**config.mk**
```make
export PLATFORM = sky130hd
export DESIGN_NAME = uart_flow_ctrl
export DESIGN_NICKNAME = d
export VERILOG_FILES = /design/src/rtl/flow_pkg.sv /design/src/rtl/flow_mode_dec.sv /design/src/rtl/flow_rts_ctrl.sv /design/src/rtl/flow_cts_sync.sv /design/src/rtl/flow_tx_gate.sv /design/src/rtl/uart_flow_ctrl.sv
export SDC_FILE = /design/constraint.sdc
export NUM_CORES = 1
export LEC_CHECK = 0
export BUFFER_PORTS_ARGS = -buffer_cell sky130_fd_sc_hd__clkbuf_2
export CAP_MARGIN = 20
export CORE_AREA = 2 2 39 41
export DETAILED_ROUTE_END_ITERATION = 10
export DIE_AREA = 0 0 41 43
export PLACE_DENSITY = 0.58
export SYNTH_ARGS = -nofsm -noshare
export SYNTH_HDL_FRONTEND = slang
export SYNTH_SLANG_ARGS = --single-unit
```
**constraint.sdc**
```tcl
create_clock -name clk -period 2 [get_ports clk]
set_input_delay 0.1 -clock clk [delete_from_list [all_inputs] [get_ports clk]]
set_output_delay 0.1 -clock clk [all_outputs]
set_load 0.005 [all_outputs]
```
**src/rtl/flow_pkg.sv**
```systemverilog
// Shared definitions for the automatic flow controller.
// Assumes the receive FIFO depth is at least 16 so that level 14 fits.
package flow_pkg;

    typedef enum logic [1:0] {
        TRIG_ONE      = 2'b00,
        TRIG_FOUR     = 2'b01,
        TRIG_EIGHT    = 2'b10,
        TRIG_FOURTEEN = 2'b11
    } trig_sel_e;

    typedef struct packed {
        logic auto_rts;
        logic auto_cts;
    } flow_mode_t;

    // Fill level in bytes for a trigger select code.
    function automatic int unsigned trig_fill(input logic [1:0] sel);
        case (sel)
            2'b00:   return 1;
            2'b01:   return 4;
            2'b10:   return 8;
            default: return 14;
        endcase
    endfunction

endpackage

```
**src/rtl/flow_mode_dec.sv**
```systemverilog
// Decodes the two modem-control bits into the automatic flow modes.
// Purely combinational; the bits are assumed to come from registers.
module flow_mode_dec
    import flow_pkg::*;
(
    input  logic       mcr_rts,
    input  logic       mcr_afe,
    output flow_mode_t mode,
    output logic       irq_mask
);

    // Automatic request-to-send needs both bits; clear-to-send needs only the enable.
    always_comb begin
        mode.auto_rts = mcr_afe & mcr_rts;
        mode.auto_cts = mcr_afe;
        irq_mask      = mcr_afe;
    end

endmodule

```
**src/rtl/flow_rts_ctrl.sv**
```systemverilog
// Drives the request-to-send pin from the receive FIFO fill.
// Levels 1/4/8: a threshold release, re-asserted only on empty.
// Level 14: release on the first data bit of the last character that
// fits, re-assert when a host read frees a slot.
// Assumes rx_count is synchronous to clk and never exceeds DEPTH.
module flow_rts_ctrl
    import flow_pkg::*;
#(
    parameter  int DEPTH = 16,
    localparam int CNT_W = $clog2(DEPTH + 1)
) (
    input  logic             clk,
    input  logic             rst_n,
    input  logic             auto_rts,
    input  logic             mcr_rts,
    input  logic [1:0]       trig_sel,
    input  logic [CNT_W-1:0] rx_count,
    input  logic             rx_first_bit,
    input  logic             host_rd,
    output logic             rts_n
);

    localparam logic [CNT_W-1:0] LAST_SLOT = CNT_W'(DEPTH - 1);

    logic             held_q;
    logic             held_d;
    logic [CNT_W-1:0] level;
    logic             late_mode;

    // Decode the selected trigger into a byte count.
    always_comb begin
        level     = CNT_W'(trig_fill(trig_sel));
        late_mode = (trig_sel == TRIG_FOURTEEN);
    end

    // Next state of the "sender must pause" flag.
    always_comb begin
        held_d = held_q;
        if (!auto_rts) begin
            held_d = 1'b0;
        end else if (late_mode) begin
            if (rx_first_bit && (rx_count >= LAST_SLOT)) begin
                held_d = 1'b1;
            end else if (host_rd) begin
                held_d = 1'b0;
            end
        end else begin
            if (rx_count >= level) begin
                held_d = 1'b1;
            end else if (rx_count == '0) begin
                held_d = 1'b0;
            end
        end
    end

    // Register the flag and the pin level; pin idles high.
    always_ff @(posedge clk) begin
        if (!rst_n) begin
            held_q <= 1'b0;
            rts_n  <= 1'b1;
        end else begin
            held_q <= held_d;
            rts_n  <= auto_rts ? held_d : ~mcr_rts;
        end
    end

endmodule

```
**src/rtl/flow_cts_sync.sv**
```systemverilog
// Multi-stage synchronizer for the asynchronous clear-to-send pin.
// Resets to the inactive (high) pin level; output is active-high "ok".
module flow_cts_sync #(
    parameter int STAGES = 2
) (
    input  logic clk,
    input  logic rst_n,
    input  logic pin_n,
    output logic live_ok
);

    logic [STAGES-1:0] chain_q;

    // Shift the pin through the flop chain.
    generate
        if (STAGES == 1) begin : g_single
            always_ff @(posedge clk) begin
                if (!rst_n) chain_q <= '1;
                else        chain_q <= pin_n;
            end
        end else begin : g_multi
            always_ff @(posedge clk) begin
                if (!rst_n) chain_q <= '1;
                else        chain_q <= {chain_q[STAGES-2:0], pin_n};
            end
        end
    endgenerate

    // Active-low pin becomes an active-high permission.
    assign live_ok = ~chain_q[STAGES-1];

endmodule

```
**src/rtl/flow_tx_gate.sv**
```systemverilog
// Grants the start of each transmit character.
// At the stop-bit marker the synchronized permission is captured.
// The next start follows the capture until it is consumed, or until
// a blocking capture is overtaken by a returning permission.
// Assumes the serializer raises tx_req only between characters, so a
// grant never interrupts a byte already on the line.
module flow_tx_gate (
    input  logic clk,
    input  logic rst_n,
    input  logic auto_cts,
    input  logic live_ok,
    input  logic tx_req,
    input  logic tx_stop_mid,
    output logic tx_go
);

    logic snap_ok_q;
    logic snap_vld_q;
    logic allow;

    // Choose the captured permission while one is pending.
    always_comb begin
        allow = snap_vld_q ? snap_ok_q : live_ok;
        tx_go = tx_req & (~auto_cts | allow);
    end

    // Capture at the stop-bit marker; retire on use or on recovery.
    always_ff @(posedge clk) begin
        if (!rst_n) begin
            snap_ok_q  <= 1'b0;
            snap_vld_q <= 1'b0;
        end else if (tx_stop_mid) begin
            snap_ok_q  <= live_ok;
            snap_vld_q <= 1'b1;
        end else if (tx_go || (live_ok && !snap_ok_q)) begin
            snap_vld_q <= 1'b0;
        end
    end

endmodule

```
**src/rtl/uart_flow_ctrl.sv**
```systemverilog
// Automatic request-to-send / clear-to-send controller for one channel.
// Connects the mode decoder, the receive-side pin driver, the pin
// synchronizer and the transmit start gate. All inputs except cts_n
// are assumed synchronous to clk.
module uart_flow_ctrl
    import flow_pkg::*;
#(
    parameter  int DEPTH       = 16,
    parameter  int SYNC_STAGES = 2,
    localparam int CNT_W       = $clog2(DEPTH + 1)
) (
    input  logic             clk,
    input  logic             rst_n,
    input  logic             mcr_rts,
    input  logic             mcr_afe,
    input  logic [1:0]       trig_sel,
    input  logic [CNT_W-1:0] rx_count,
    input  logic             rx_first_bit,
    input  logic             host_rd,
    input  logic             cts_n,
    input  logic             tx_req,
    input  logic             tx_stop_mid,
    output logic             rts_n,
    output logic             tx_go,
    output logic             cts_irq_mask
);

    flow_mode_t mode;
    logic       live_ok;

    flow_mode_dec u_mode (
        .mcr_rts  (mcr_rts),
        .mcr_afe  (mcr_afe),
        .mode     (mode),
        .irq_mask (cts_irq_mask)
    );

    flow_rts_ctrl #(.DEPTH(DEPTH)) u_rts (
        .clk          (clk),
        .rst_n        (rst_n),
        .auto_rts     (mode.auto_rts),
        .mcr_rts      (mcr_rts),
        .trig_sel     (trig_sel),
        .rx_count     (rx_count),
        .rx_first_bit (rx_first_bit),
        .host_rd      (host_rd),
        .rts_n        (rts_n)
    );

    flow_cts_sync #(.STAGES(SYNC_STAGES)) u_sync (
        .clk     (clk),
        .rst_n   (rst_n),
        .pin_n   (cts_n),
        .live_ok (live_ok)
    );

    flow_tx_gate u_gate (
        .clk         (clk),
        .rst_n       (rst_n),
        .auto_cts    (mode.auto_cts),
        .live_ok     (live_ok),
        .tx_req      (tx_req),
        .tx_stop_mid (tx_stop_mid),
        .tx_go       (tx_go)
    );

endmodule

```
==> metrics.md <==
| Metric | Value |
|---|---|
| Cell area after synthesis | 376.6 sq um |
| Die X | 41 um |
| Iter 0 DRT Violations | 0 |
| TritonCTS buffer count | 3 |
| # DRC | 0 |
| Data arrival time of the worst path | 1.11 ns |
| Final WS setup | 0.7933 ns |
| CTS root buffer | clkbuf_4 |
| Cell leakage power | 0.0002574 uW |
| Critical path, cell by cell | nor2b_1 -> o21ai_0 -> and2_1 -> clkbuf_2 |
| Vias per cell | 4.864 |
| Dpl cell area | 479.2 sq um |
| First-pass GRT wire length | 1.110 mm |
| Layout cells sized above 1 | 32.31% |
| Buf/Inv on CP | 1 |
| Ant diodes | 0 |
| Die extent in y | 43 um |
| Mux cell area share after synthesis | 0% |
| Die area | 1763 sq um |
| Clk sinks | 6 |
| Setup bufs post-CTS | 0 |
| Final #Nets | 87 |
| Max Slew Vio Count | 0 |
| Crit end category | primary output |
| Port Buffers | 18 |
| Top-Level Pins | 19 |
| Register area | 120.1 sq um |
| Sequential area share after synthesis | 31.89% |
| P&R area growth vs syn | 33.22% |
| Syn Area/Cell | 8.369 sq um |
| CP startpoint kind | register |
| Finished layout cell area | 501.7 sq um |
| VDD IR max | 0.3316 mV |
| Crit path max-delay family | flip-flops |
| Final Hold Fails | 0 |
| Synth async-reset ratio | 0% |
| Gp weighted congestion | 0.6953 |
| Synth Flop Type | dfxtp_1 |
| Minimum clock period | 1.207 ns |
| Synth Area in Compound Gates | 22.92% |
| Post-Synth XOR/XNOR Area | 0% |
| Sum of negative setup slack | 0 ns |
| TritonCTS clock tree | done |
| Max-cap viol count | 0 |
| Row count | 14 |
| Synth Area in Simple Gates | 25.91% |
| Met1 usage | 9.416% |
| GRT Resource Usage Total | 9.768% |
| CTS resizes | 0 |
| Yosys cell types | 22 |
| Synth top area share | 31.89% |
| Syn nets | 65 |
| Core Box Area | 1384 sq um |
| Outcome | finished, final reports clean |
| Met2 Usage GRT | 14.06% |
| Fill count | 152 |
| Clk slew on worst S/H paths | 0.04 ns |
| Yosys reg bits | 6 |
| Area leader, netlist | dfxtp_1 |
| Total Routed Length | 751 um |
| Global route total overflow | 0 |
| Post-synthesis adder-cell area fraction | 13.29% |
| Final period utilization | 60.34% |
| Synth Instances | 45 |
| Final ANT Viol Nets | 0 |
| Place WS | 0.6539 ns |
| Clk_lat worst skew | 0.24 ns |
| Initial Util | 27.22% |
| CTS Hold Bufs | 0 |
| Met3 usage | 5.759% |
| Synth top cells by count | dfxtp_1, ha_1, inv_1, nand2b_1, o21ai_0 |
| Worst slew pin tran | 0.2239 ns |
| Multi-input gate area | 234.0 sq um |
| Data required, critical path | 1.90 ns |
| Worst min path class | input port to register |
| Clk_skew | 0.0005923 ns |
| Initial DRT Pass Iterations | 1 |
| Rel. slew slack | 85.08% |
| H-tree depth | 1 |
| CTS max path bufs | 2 |
| Largest family of logic cells by synthesized area | simple AND/OR/NAND/NOR gates |
| Wire length per cell | 9.272 um |
| CP peak stage delay | 0.31 ns |
| EDFF count, synth | 0 |
| Max Fanout on Critical Path | 3 |
| Via Count | 394 |
| Synth top area cells | dfxtp_1, ha_1, nand2b_1 |
| Number of global-route vias before repair | 329 |
| PwrDens | 589.0 nW/um^2 |
| Final Setup Violations | 0 |
| Busiest grt layer | met2 |
| Largest net degree at the start of global routing | 8 |
| Top-count cell post-synth | dfxtp_1 |
| Yosys synthesis warning count | 0 |
| Antenna violations before repair | 0 |
| Fmax | 828.7 MHz |
| Critical path class | register to primary output |
| Crit path max-delay cell type | dfxtp_1 |
| Unrepaired setup endpoints after global routing | false |
-- path summary, 6_finish.rpt --
check / to / start / slack, ns / cells after the start
worst min-delay path: u_sync.chain_q[0] / cts_n / 0.05 / 2
worst min register to register: u_sync.chain_q[1] / u_sync.chain_q[0] / 0.40 / 1
worst max-delay path: tx_go / u_gate.snap_vld_q / 0.79 / 4
worst max register to register: u_gate.snap_vld_q / u_gate.snap_vld_q / 1.02 / 4
-- where the power goes --
part	leakage [uW]	switching (uW)	internal (uW)	total, uW
logic	0.000194	28.4	31.7	60.0
registers	0.0000497	3.25	127	130
clock network	0.0000138	37.6	67.5	105
-- cells by family after synthesis --
group	count (synthesis)
flip-flops	6
buffers and inverters	5
adder cells (fa/ha/maj)	4
AND/OR/NAND/NOR	17
AO/OA/AOI/OAI	13
-- per-layer routing --
| layer | vias up | wire (um) |
|---|---|---|
| li1 | 206 | - |
| met1 | 172 | 344 |
| met2 | 14 | 334 |
| met3 | 2 | 63 |
| met4 | 0 | 8 |
| met5 | - | 0 |
-- placed cells by master (no fill, tap or decap) --
| cell type | count |
|---|---|
| nor2_1 | 1 |
| and3_1 | 1 |
| a21oi_1 | 2 |
| a211oi_1 | 1 |
| inv_1 | 4 |
| o22ai_1 | 1 |
| nand2b_1 | 4 |
| or4_1 | 1 |
| nor2b_1 | 2 |
| nand3_1 | 2 |
| ha_1 | 4 |
| o21ai_0 | 4 |
| o2111ai_1 | 1 |
| clkbuf_4 | 3 |
| clkbuf_2 | 18 |
| dfxtp_1 | 6 |
| nand2_1 | 3 |
| nand4_1 | 1 |
| and3b_1 | 1 |
| o21a_1 | 2 |
| o211a_1 | 1 |
| a41oi_1 | 1 |
| and2_1 | 1 |
-- state kept, by name, indices dropped and copies added (netlist names) --
signal             flops
u_rts.rts_n            1
u_gate.snap_ok_q       1
u_rts.held_q           1
u_sync.chain_q         2
u_gate.snap_vld_q      1
-- metrics by stage --
| step | hold slack [ns] | total power [uW] | cells | utilization [%] |
|---|---|---|---|---|
| CTS | 0.03537 | 304.0 | 81 | 36.26 |
| global placement | 0.2835 | 192.9 | 78 | 34.63 |
| finish | 0.04904 | 295.5 | 81 | 36.26 |
| floorplan | 0.1730 | 164.2 | 45 | - |
| detailed placement | 0.2880 | 193.6 | 78 | 34.63 |
| global route | 0.02525 | 318.5 | 81 | 36.26 |
-- layout make-up --
type | count | share of cell area (%)
timing repair buffer | 18 | 17.96
inverter | 4 | 2.993
multi-input combinational | 34 | 46.63
tap | 16 | 3.990
clock buffer | 3 | 4.489
sequential | 6 | 23.94
Note: power is estimated with default switching activity, not from simulation.
